## config.mk

```make
export PLATFORM = sky130hd
export DESIGN_NAME = sfr_dual_reader
export DESIGN_NICKNAME = d
export VERILOG_FILES = /design/src/rtl/sfr_pkg.sv /design/src/rtl/sfr_tick.sv /design/src/rtl/sfr_gather.sv /design/src/rtl/sfr_dual_reader.sv
export SDC_FILE = /design/constraint.sdc
export NUM_CORES = 1
export LEC_CHECK = 0
export ABC_AREA = 1
export ABC_CLOCK_PERIOD_IN_PS = 2400
export BUFFER_PORTS_ARGS = -buffer_cell sky130_fd_sc_hd__buf_2
export CAP_MARGIN = 20
export CORE_ASPECT_RATIO = 1.2
export CORE_MARGIN = 2
export CORE_UTILIZATION = 49
export DETAILED_ROUTE_END_ITERATION = 6
export PLACE_DENSITY = 0.7
export SYNTH_ARGS = -nofsm -noshare
export SYNTH_HDL_FRONTEND = slang
export SYNTH_SLANG_ARGS = --single-unit
export TNS_END_PERCENT = 20
```

## constraint.sdc

```tcl
create_clock -name clk -period 2.4 [get_ports clk]
set_input_delay 0.48 -clock clk [delete_from_list [all_inputs] [get_ports clk]]
set_output_delay 0.48 -clock clk [all_outputs]
set_load 0.02 [all_outputs]
```

## src/rtl/sfr_pkg.sv

```systemverilog
package sfr_pkg;

    localparam int ADDR_W   = 24;
    localparam int CMD_W    = 8;
    localparam int IDLE_W   = 8;
    localparam int SEQ_W    = CMD_W + ADDR_W + IDLE_W;
    localparam int ECNT_W   = $clog2(SEQ_W + 1);

    localparam logic [7:0] OPC_FAST  = 8'h0B;
    localparam logic [7:0] OPC_TWO   = 8'h3B;
    localparam logic [7:0] OPC_IDENT = 8'h9F;

    typedef enum logic [1:0] {
        RK_FAST  = 2'd0,
        RK_TWO   = 2'd1,
        RK_IDENT = 2'd2,
        RK_RSVD  = 2'd3
    } rk_t;

    typedef enum logic [1:0] {
        PH_IDLE,
        PH_SHIFT,
        PH_TAIL,
        PH_GAP
    } ph_t;

    typedef struct packed {
        rk_t               kind;
        logic              two_lane;
        logic [ECNT_W-1:0] lead_bits;
    } job_t;

    function automatic logic [7:0] op_code(rk_t k);
        case (k)
            RK_FAST:  return OPC_FAST;
            RK_TWO:   return OPC_TWO;
            default:  return OPC_IDENT;
        endcase
    endfunction

    function automatic logic [ECNT_W-1:0] lead_len(rk_t k);
        return (k == RK_IDENT) ? ECNT_W'(CMD_W) : ECNT_W'(SEQ_W);
    endfunction

    function automatic logic kind_allowed(rk_t k, logic fast_en, logic dual_en);
        case (k)
            RK_FAST:  return fast_en;
            RK_TWO:   return fast_en & dual_en;
            RK_IDENT: return 1'b1;
            default:  return 1'b0;
        endcase
    endfunction

endpackage

```

## src/rtl/sfr_tick.sv

```systemverilog
module sfr_tick #(
    parameter int DIV_W = 8
) (
    input  logic             clk,
    input  logic             rst,
    input  logic             run,
    input  logic             hold,
    input  logic [DIV_W-1:0] div,
    output logic             tick
);
    logic [DIV_W-1:0] cnt;
    logic             at_end;

    assign at_end = (cnt >= div);
    assign tick   = run && at_end && !hold;

    always_ff @(posedge clk) begin
        if (rst || !run) begin
            cnt <= '0;
        end else if (!at_end) begin
            cnt <= cnt + DIV_W'(1);
        end else if (!hold) begin
            cnt <= '0;
        end
    end

    // a held tick stays pending until released
    assert_tick_pending_R8: assert property (@(posedge clk) disable iff (rst)
        (run && at_end && hold) |=> (!run || at_end));

endmodule

```

## src/rtl/sfr_gather.sv

```systemverilog
module sfr_gather (
    input  logic       clk,
    input  logic       rst,
    input  logic       clear,
    input  logic       sample,
    input  logic       two_lane,
    input  logic       lane_hi,
    input  logic       lane_lo,
    input  logic       out_ready,
    output logic       out_valid,
    output logic [7:0] out_data,
    output logic       byte_done
);
    logic [7:0] acc;
    logic [2:0] pcnt;
    logic [7:0] next_acc;
    logic       last_piece;

    assign next_acc   = two_lane ? {acc[5:0], lane_hi, lane_lo} : {acc[6:0], lane_hi};
    assign last_piece = two_lane ? (pcnt == 3'd3) : (pcnt == 3'd7);
    assign byte_done  = sample && last_piece;

    always_ff @(posedge clk) begin
        if (rst) begin
            acc       <= '0;
            pcnt      <= '0;
            out_valid <= 1'b0;
            out_data  <= '0;
        end else begin
            if (out_valid && out_ready) begin
                out_valid <= 1'b0;
            end
            if (clear) begin
                acc  <= '0;
                pcnt <= '0;
            end else if (sample) begin
                acc <= next_acc;
                if (last_piece) begin
                    pcnt      <= '0;
                    out_data  <= next_acc;
                    out_valid <= 1'b1;
                end else begin
                    pcnt <= pcnt + 3'd1;
                end
            end
        end
    end

    assert_hold_byte_R8: assert property (@(posedge clk) disable iff (rst)
        (out_valid && !out_ready) |=> (out_valid && $stable(out_data)));

    // the sequencer must never capture while a byte is still waiting
    assert_no_overrun_R8: assert property (@(posedge clk) disable iff (rst)
        sample |-> !out_valid);

endmodule

```

## src/rtl/sfr_dual_reader.sv

```systemverilog
module sfr_dual_reader
    import sfr_pkg::*;
#(
    parameter int DIV_W     = 8,
    parameter int LEN_W     = 16,
    parameter int GAP_TICKS = 4
) (
    input  logic             clk,
    input  logic             rst,
    input  logic             cfg_fast_en,
    input  logic             cfg_dual_en,
    input  logic [DIV_W-1:0] cfg_div,
    input  logic             req_valid,
    output logic             req_ready,
    input  logic [1:0]       req_kind,
    input  logic [23:0]      req_addr,
    input  logic [LEN_W-1:0] req_len,
    output logic             req_err,
    output logic             done,
    output logic             rsp_valid,
    input  logic             rsp_ready,
    output logic [7:0]       rsp_data,
    output logic             spi_cs_n,
    output logic             spi_sck,
    output logic             spi_mosi_o,
    output logic             spi_mosi_oe,
    input  logic             spi_mosi_i,
    input  logic             spi_miso
);
    localparam int GC_W = $clog2(GAP_TICKS + 1);

    ph_t               ph;
    job_t              job;
    rk_t               kind_in;
    logic [SEQ_W-1:0]  sh;
    logic [ECNT_W-1:0] ecnt;
    logic [LEN_W-1:0]  rem;
    logic [GC_W-1:0]   gcnt;
    logic              fin;
    logic              sck_q, cs_q, oe_q, err_q, done_q;
    logic              tick, hold, run, rise, fall, in_data, sample, accept, byte_done;

    assign kind_in   = rk_t'(req_kind);
    assign req_ready = (ph == PH_IDLE);
    assign accept    = req_valid && req_ready;
    assign run       = (ph != PH_IDLE);
    assign in_data   = (ecnt == job.lead_bits);
    assign hold      = (ph == PH_SHIFT) && !sck_q && in_data && rsp_valid;
    assign rise      = tick && (ph == PH_SHIFT) && !sck_q;
    assign fall      = tick && (ph == PH_SHIFT) && sck_q;
    assign sample    = rise && in_data;

    sfr_tick #(.DIV_W(DIV_W)) u_tick (
        .clk  (clk),
        .rst  (rst),
        .run  (run),
        .hold (hold),
        .div  (cfg_div),
        .tick (tick)
    );

    sfr_gather u_gather (
        .clk       (clk),
        .rst       (rst),
        .clear     (accept),
        .sample    (sample),
        .two_lane  (job.two_lane),
        .lane_hi   (spi_miso),
        .lane_lo   (spi_mosi_i),
        .out_ready (rsp_ready),
        .out_valid (rsp_valid),
        .out_data  (rsp_data),
        .byte_done (byte_done)
    );

    always_ff @(posedge clk) begin
        if (rst) begin
            ph     <= PH_IDLE;
            job    <= '0;
            sh     <= '0;
            ecnt   <= '0;
            rem    <= '0;
            gcnt   <= '0;
            fin    <= 1'b0;
            sck_q  <= 1'b0;
            cs_q   <= 1'b1;
            oe_q   <= 1'b1;
            err_q  <= 1'b0;
            done_q <= 1'b0;
        end else begin
            err_q  <= 1'b0;
            done_q <= 1'b0;
            case (ph)
                PH_IDLE: begin
                    if (accept) begin
                        if (!kind_allowed(kind_in, cfg_fast_en, cfg_dual_en)) begin
                            err_q <= 1'b1;
                        end else if (req_len == '0) begin
                            done_q <= 1'b1;
                        end else begin
                            job.kind      <= kind_in;
                            job.two_lane  <= (kind_in == RK_TWO);
                            job.lead_bits <= lead_len(kind_in);
                            sh   <= {op_code(kind_in),
                                     (kind_in == RK_IDENT) ? 24'h0 : req_addr,
                                     8'h00};
                            ecnt <= '0;
                            rem  <= req_len;
                            fin  <= 1'b0;
                            cs_q <= 1'b0;
                            oe_q <= 1'b1;
                            ph   <= PH_SHIFT;
                        end
                    end
                end
                PH_SHIFT: begin
                    if (rise) begin
                        sck_q <= 1'b1;
                        if (!in_data) begin
                            ecnt <= ecnt + ECNT_W'(1);
                        end
                        if (byte_done) begin
                            rem <= rem - LEN_W'(1);
                            if (rem == LEN_W'(1)) begin
                                fin <= 1'b1;
                            end
                        end
                    end else if (fall) begin
                        sck_q <= 1'b0;
                        if (fin) begin
                            ph <= PH_TAIL;
                        end else if (!in_data) begin
                            sh <= {sh[SEQ_W-2:0], 1'b0};
                        end else if (job.two_lane) begin
                            oe_q <= 1'b0;
                        end
                    end
                end
                PH_TAIL: begin
                    if (tick) begin
                        cs_q <= 1'b1;
                        oe_q <= 1'b1;
                        sh   <= '0;
                        gcnt <= '0;
                        ph   <= PH_GAP;
                    end
                end
                default: begin
                    if (tick) begin
                        if (gcnt == GC_W'(GAP_TICKS - 1)) begin
                            ph     <= PH_IDLE;
                            done_q <= 1'b1;
                        end else begin
                            gcnt <= gcnt + GC_W'(1);
                        end
                    end
                end
            endcase
        end
    end

    assign spi_cs_n    = cs_q;
    assign spi_sck     = sck_q;
    assign spi_mosi_o  = sh[SEQ_W-1];
    assign spi_mosi_oe = oe_q;
    assign req_err     = err_q;
    assign done        = done_q;

    assert_sck_low_idle_R9: assert property (@(posedge clk) disable iff (rst)
        spi_cs_n |-> !spi_sck);

    assert_cs_gap_R9: assert property (@(posedge clk) disable iff (rst)
        $rose(spi_cs_n) |=> spi_cs_n);

    assert_release_two_lane_R2: assert property (@(posedge clk) disable iff (rst)
        !spi_mosi_oe |-> (!spi_cs_n && job.two_lane));

    assert_refuse_quiet_R5: assert property (@(posedge clk) disable iff (rst)
        req_err |-> (spi_cs_n && !done));

    assert_empty_quiet_R6: assert property (@(posedge clk) disable iff (rst)
        (accept && req_len == '0) |=> spi_cs_n);

    assert_stall_clock_R8: assert property (@(posedge clk) disable iff (rst)
        (ph == PH_SHIFT && !spi_sck && in_data && rsp_valid) |=> !spi_sck);

    assert_done_after_cs_R11: assert property (@(posedge clk) disable iff (rst)
        done |-> (spi_cs_n && req_ready));

endmodule

```

Yosys cells after proc, flatten, opt, wreduce, memory -nomap -nowiden
Cells that the tools add are included.
{ "word_totals": {"wordCells": 173, "reg_bits": 107} }
{ "classes": {"eq_ne": 25, "bitwise_logic": 5, "magnitude_cmp": 1, "n_reduce_logical": 41, "n_addsub": 5, "mux": 78} }
{ "op_table": {"columns": ["op", "n"], "rows": [
  ["$mux 40", 8],
  ["$pmux 40 s3", 1],
  ["$mux 16", 5],
  ["$mux 6", 6],
  ["$pmux 16 s2", 1],
  ["$mux 1", 31],
  ["$mux 24", 1],
  ["$mux 8", 3],
  ["$ne 2x2->1 const B", 12],
  ["$mux 2", 9],
  ["$reduce_and 9->1", 2],
  ["$eq 16x1->1 const B", 1],
  ["$logic_not 16->1", 1],
  ["$pmux 8 s2", 1],
  ["$sub 16x1->16 const B", 1],
  ["$logic_and 1x1->1", 12],
  ["$mux 3", 4],
  ["$pmux 6 s2", 1],
  ["$reduce_and 6->1", 2],
  ["$reduce_and 10->1", 1],
  ["$add 8x1->8 const B", 1],
  ["$ge 8x8->1", 1],
  ["$ne 2x1->1 const B", 4],
  ["$reduce_bool 2->1", 4],
  ["25 further kinds", 42]
]} }

Longest topological paths before layout
{ "logic_depth": {"ltp_word": 13, "mapped_depth": 19} }

Cells and area by module
A second synthesis with hierarchy kept.
{ "hier_totals": {"hier_cells": 891, "hier_area_um2": 5611.6} }
{ "by_module_without_submodules": {"columns": ["mod", "n_inst", "cells_each", "area_per_inst_um2"], "rows": [
  ["sfr_dual_reader", 1, 648, 3945.0],
  ["sfr_gather", 1, 137, 928.4],
  ["sfr_tick", 1, 106, 738.2]
]} }

Least setup slack after synthesis
Ideal clock, no wire load.
{ "synth_timing": {"path_type": "input-to-reg", "startpoint": "in cfg_div[7]", "endpoint": "reg rem[0]", "required_ns": 2.285, "t_arrival_ns": 2.060, "setup_time_ns": 0.115, "n_path_buf": 1, "stages": 14, "slack_ns": 0.225, "cell_sequence": "inv_1 -> ha_1 -> nand2_1 -> nor2_1 -> nand4_1 -> nand3_2 -> nand4_1 -> nor2_2 -> nand3_2 -> nand2_4 -> buf_4 -> nand3b_1 -> nand2_1 -> nor2_1"} }
{ "synth_via": {"elab_chain_cells": 9, "word_cells_on_any_way": 10, "classes_between": "order compare (1); eq/ne (2); reduce/logical (7)"} }
{ "synth_rtl": {"columns": ["element", "line_no", "rtl"], "rows": [
  ["start, declared", "sfr_dual_reader.sv:12", "input logic [DIV_W-1:0] cfg_div,"],
  ["$ge 8x8->1 (*)", "sfr_tick.sv:14", "assign at_end = (cnt >= div);"],
  ["$logic_and 1x1->1 (*) (2 in a row)", "sfr_tick.sv:15", "assign tick = run && at_end && !hold;"],
  ["$logic_and 1x1->1 (*) (2 in a row)", "sfr_dual_reader.sv:49", "assign rise = tick && (ph == PH_SHIFT) && !sck_q;"],
  ["$logic_and 1x1->1", "sfr_dual_reader.sv:51", "assign sample = rise && in_data;"],
  ["$logic_and 1x1->1", "sfr_gather.sv:21", "assign byte_done = sample && last_piece;"],
  ["$ne 2x2->1 (no line)", null, null],
  ["$reduce_and 6->1 (no line) (*)", null, null],
  ["end signal, assigned", "sfr_dual_reader.sv:108", "rem <= req_len;"],
  ["end signal, assigned", "sfr_dual_reader.sv:123", "rem <= rem - LEN_W'(1);"],
  ["end, declared", "sfr_dual_reader.sv:37", "logic [LEN_W-1:0] rem;"]
]} }
Every way passes the cells marked *; elsewhere a longest branch is shown, timed or not.
A chain may end at the register's enable or synchronous reset.

Final worst setup path
{ "layout_timing": {"startpoint": "reg u_tick.cnt[7]", "endpoint": "reg rem[2]"} }
{ "layout_via": {"elab_chain_cells": 9, "word_cells_on_any_way": 10, "classes_between": "order compare (1); eq/ne (2); reduce/logical (7)"} }
{ "layout_rtl": {"columns": ["element", "line_no", "rtl"], "rows": [
  ["start, declared", "sfr_tick.sv:11", "logic [DIV_W-1:0] cnt;"],
  ["start signal, assigned", "sfr_tick.sv:21", "cnt <= cnt + DIV_W'(1);"],
  ["$ge 8x8->1 (*)", "sfr_tick.sv:14", null],
  ["$logic_and 1x1->1 (*) (2 in a row)", "sfr_tick.sv:15", null],
  ["$logic_and 1x1->1 (*) (2 in a row)", "sfr_dual_reader.sv:49", null],
  ["$logic_and 1x1->1", "sfr_dual_reader.sv:51", null],
  ["$logic_and 1x1->1", "sfr_gather.sv:21", null],
  ["$ne 2x2->1 (no line)", null, null],
  ["$reduce_and 6->1 (no line) (*)", null, null]
]} }
Marked as above.

==> impl_metrics.csv <==
group,metric,value,unit
worst_setup_path,critical_path_arrival,2.46,ns
placement,port_buffers,73,
sta,fin_tns_setup,0,ns
die,start_util,50.5,%
clock_network,cts_tree,"built",
drt,wirelength_met1,5.65,mm
worst_setup_path,rr_worst_depth,13,
pwr,ir_worst_vdd,0.000628,V
clock_network,cts_buffer_depth,2,
layout,nFillCells,999,
clock_network,clk_latency,0.35,ns
worst_hold_path,holdCritPathClass,"in2reg",
clock_network,clkSlewWorstSetupHoldPaths,0.07,ns
die,die_h,118,um
drt,first_pass_iters,6,
layout,final_cell_mix,"nor2_1, nand2_1, dfxtp_1",
worst_setup_path,critPathLaunch,"u_tick.cnt[7]$_SDFFE_PP0P_",
worst_hold_path,min_to,"u_gather.out_valid$_SDFF_PP0_",
yosys,avgSynthCellArea,6.96,um2
worst_setup_path,critPathTopFamily,"simple AND/OR/NAND/NOR gates",
worst_hold_path,hold_path_depth,4,
yosys,synth_warnings,0,
clock_network,cts.sinks,95,
layout,syn_to_final_growth,17.2,%
clock_network,root_buffer,"clkbuf_16",
die,dieArea,0.0117,mm2
global_route,overflow,0,
pwr,p_total,7640,uW
worst_setup_path,critPathKind,"reg2reg",
clock_network,holdBufCountCts,0,
worst_setup_path,cpMaxStageDelayCell,"dfxtp_1",
layout,final_common_cell,"nor2_1",
worst_setup_path,path_max_fanout,5,
status,status,"completed",
sta,fmax,451,MHz
drt,num_vias,5244,
clock_network,cts_made_buffers,9,
global_route,grt_pass1_wl,21.5,mm
yosys,async_reset_ff_share,0,%
layout,post-route-util,59.2,%
sta,slew-limit-headroom,67.1,%
layout,final_cells,972,
drt,drt-initial-drc-count,298,
yosys,yosysSeqAreaShare,35.8,%
global_route,grt_start_max_net_pins,42,
yosys,syn_nets,841,
yosys,ys.flop_type,"dfxtp_1",
drt,wl_per_cell,13.4,um
pwr,leakagePower,0.00286,uW
yosys,synthCells,763,
sta,fin_crit_sh,92.4,%
run,drv_cap,0,
worst_setup_path,crit_required,2.64,ns
layout,fin_nets,917,
worst_hold_path,hold_start,"rsp_ready",
drt,drtAntennaViolNets,0,
placement,placed_cell_area,0.00582,mm2
worst_setup_path,crit_chain,"ha_1 > nand2_1 > nor2_1 > nand4_1 > nand3_2 > nand4_1 > nor2_2 > nand3_4 > nand2_8 > buf_4 > nand3_1 > nand2_1 > nor2_1",
global_route,track_usage,21.9,%
pwr,power.density,1230,mW/mm2
worst_setup_path,r2r_start,"u_tick.cnt[7]$_SDFFE_PP0P_",
layout,drive_gt1_share,18.3,%
global_route,grt_antenna_before_repair,0,
yosys,synth.distinct_cells,46,
yosys,synth_edf_count,0,
layout,diodes,0,
placement,dp.cells,951,
worst_setup_path,cp-end-kind,"register",
global_route,grt_pass1_vias,4990,
worst_setup_path,critPathLaunchType,"register",
sta,hold_violations,0,
sta,fin_crit,2.22,ns
sta,setup_viol,0,
die,die_x,99.0,um
drt,highest_layer,"met4",
sta,final_max_slew_viol_count,0,
drt,vias_per_cell,5.40,
sta,finClkSkew,0.00901,ns
worst_setup_path,worst_r2r_endpoint,"rem[2]$_SDFFE_PP0P_",
yosys,ys_ff_latch,95,
drt,wl,13.0,mm
drt,wl_met2,6.48,mm
worst_setup_path,r2r_setup_slack,0.18,ns
layout,postLayoutCellArea,0.00623,mm2
worst_setup_path,cp_num_buf_inv,1,
die,row_count,41,
yosys,synthesis.area,0.00531,mm2
drt,routed-wl-met3,595,um
die,io_pins,74,
drt,drc,0,
worst_setup_path,cpPeakStageDelay,0.34,ns
placement,hpwl,8.88,mm
sta,worst_pin_slew,0.493,ns
die,core-area,0.0105,mm2
clock_network,htreeDepth,3,
placement,routabilityCongestion,0.863,
[logic make-up (layout without fill, tap and decap cells)]
family | count (synthesis) | after routing | synth area share (%)
flops | 95 | 95 | 35.8
mux | 1 | 1 | 0.189
xor+xnor | 8 | 8 | 1.32
buf+inv | 117 | 196 | 9.50
simple gates | 347 | 348 | 29.5
compound gates | 175 | 175 | 19.0
fa+ha+maj | 20 | 20 | 4.71
[worst min-delay path: stages]
cell,delay [ns]
buf_2,0.07
nor2_1,0.03
nor2_1,0.09
nor2_1,0.04
[per-layer routing]
layer  GRT usage (%)  vias to the layer above
li1                -                     2665
met1            26.1                     2414
met2            38.5                      140
met3            4.33                       25
met4            7.88                        0
met5               0                        -
[worst max-delay path by stage]
stage / to / slack (ns) / depth (start not counted)
floorplan: rem[0]$_SDFFE_PP0P_ / 0.23 / 14
global placement: rem[15]$_SDFFE_PP0P_ / -0.03 / 14
detailed placement: rem[1]$_SDFFE_PP0P_ / -0.12 / 15
CTS: rem[1]$_SDFFE_PP0P_ / 0.10 / 13
global route: rem[8]$_SDFFE_PP0P_ / -0.009 / 13
finish: rem[2]$_SDFFE_PP0P_ / 0.18 / 13
[state kept, by name (all words and copies together), names as in the netlist]
name	flops
req_err	1
spi_mosi_oe	1
sh	32
rem	16
u_gather.out_valid	1
ecnt	6
u_gather.acc	7
fin	1
spi_sck	1
done	1
u_gather.pcnt	3
u_gather.out_data	8
u_tick.cnt	8
gcnt	3
spi_cs_n	1
job	3
ph	2
[where the power goes]
group	switching, uW	internal (uW)	total, uW
registers	351	2060	2410
clock network	611	911	1520
logic	2300	1410	3700
total	3260	4380	7640
[repair_timing]
item                       in CTS  in global routing
hold endpoints to repair        0                  0
gates resized for setup         0                  2
buffers inserted                0                  5
setup endpoints to repair       0                 12
[cells in the mapped netlist (2+ instances only)]
library cell	n	area [um2]
nand4_1	12	75.1
xor2_1	5	43.8
ha_1	20	250
inv_2	4	15.0
o31ai_1	2	15.0
inv_1	80	300
a21oi_1	55	275
a221oi_1	2	17.5
o21ai_0	79	395
buf_12	2	40.0
nand3_1	35	175
nor4_1	2	12.5
a22o_1	23	201
nand2_4	5	56.3
nand2_1	111	417
nand2_2	2	12.5
buf_2	8	40.0
nand3b_1	7	52.6
o211ai_1	2	15.0
o21ai_2	2	17.5
nor2_1	136	510
nor2_2	23	144
xnor2_1	3	26.3
a211oi_1	2	15.0
dfxtp_1	95	1900
clkbuf_1	14	52.6
buf_1	5	18.8
nand3_2	2	20.0
a31oi_1	3	18.8
nor3_1	6	30.0
[cell type report]
type	instances	area [um2]	area share, %
clock buffers	10	229	3.68
multi-input cells	552	2930	47.1
well taps	129	161	2.59
clock inverters	5	82.6	1.33
flip-flops and latches	95	1900	30.5
repair buffers	96	601	9.65
inverters	85	319	5.12
[through the flow]
stage	setup WS [ns]	hold slack (ns)
5_1_grt	-0.00920	0.436
2_1_floorplan	0.225	0.435
4_1_cts	0.101	0.413
6_report	0.181	0.414
3_5_place_dp	-0.116	0.458
3_3_place_gp	-0.0273	0.451
(Power assumes the default switching activity.)
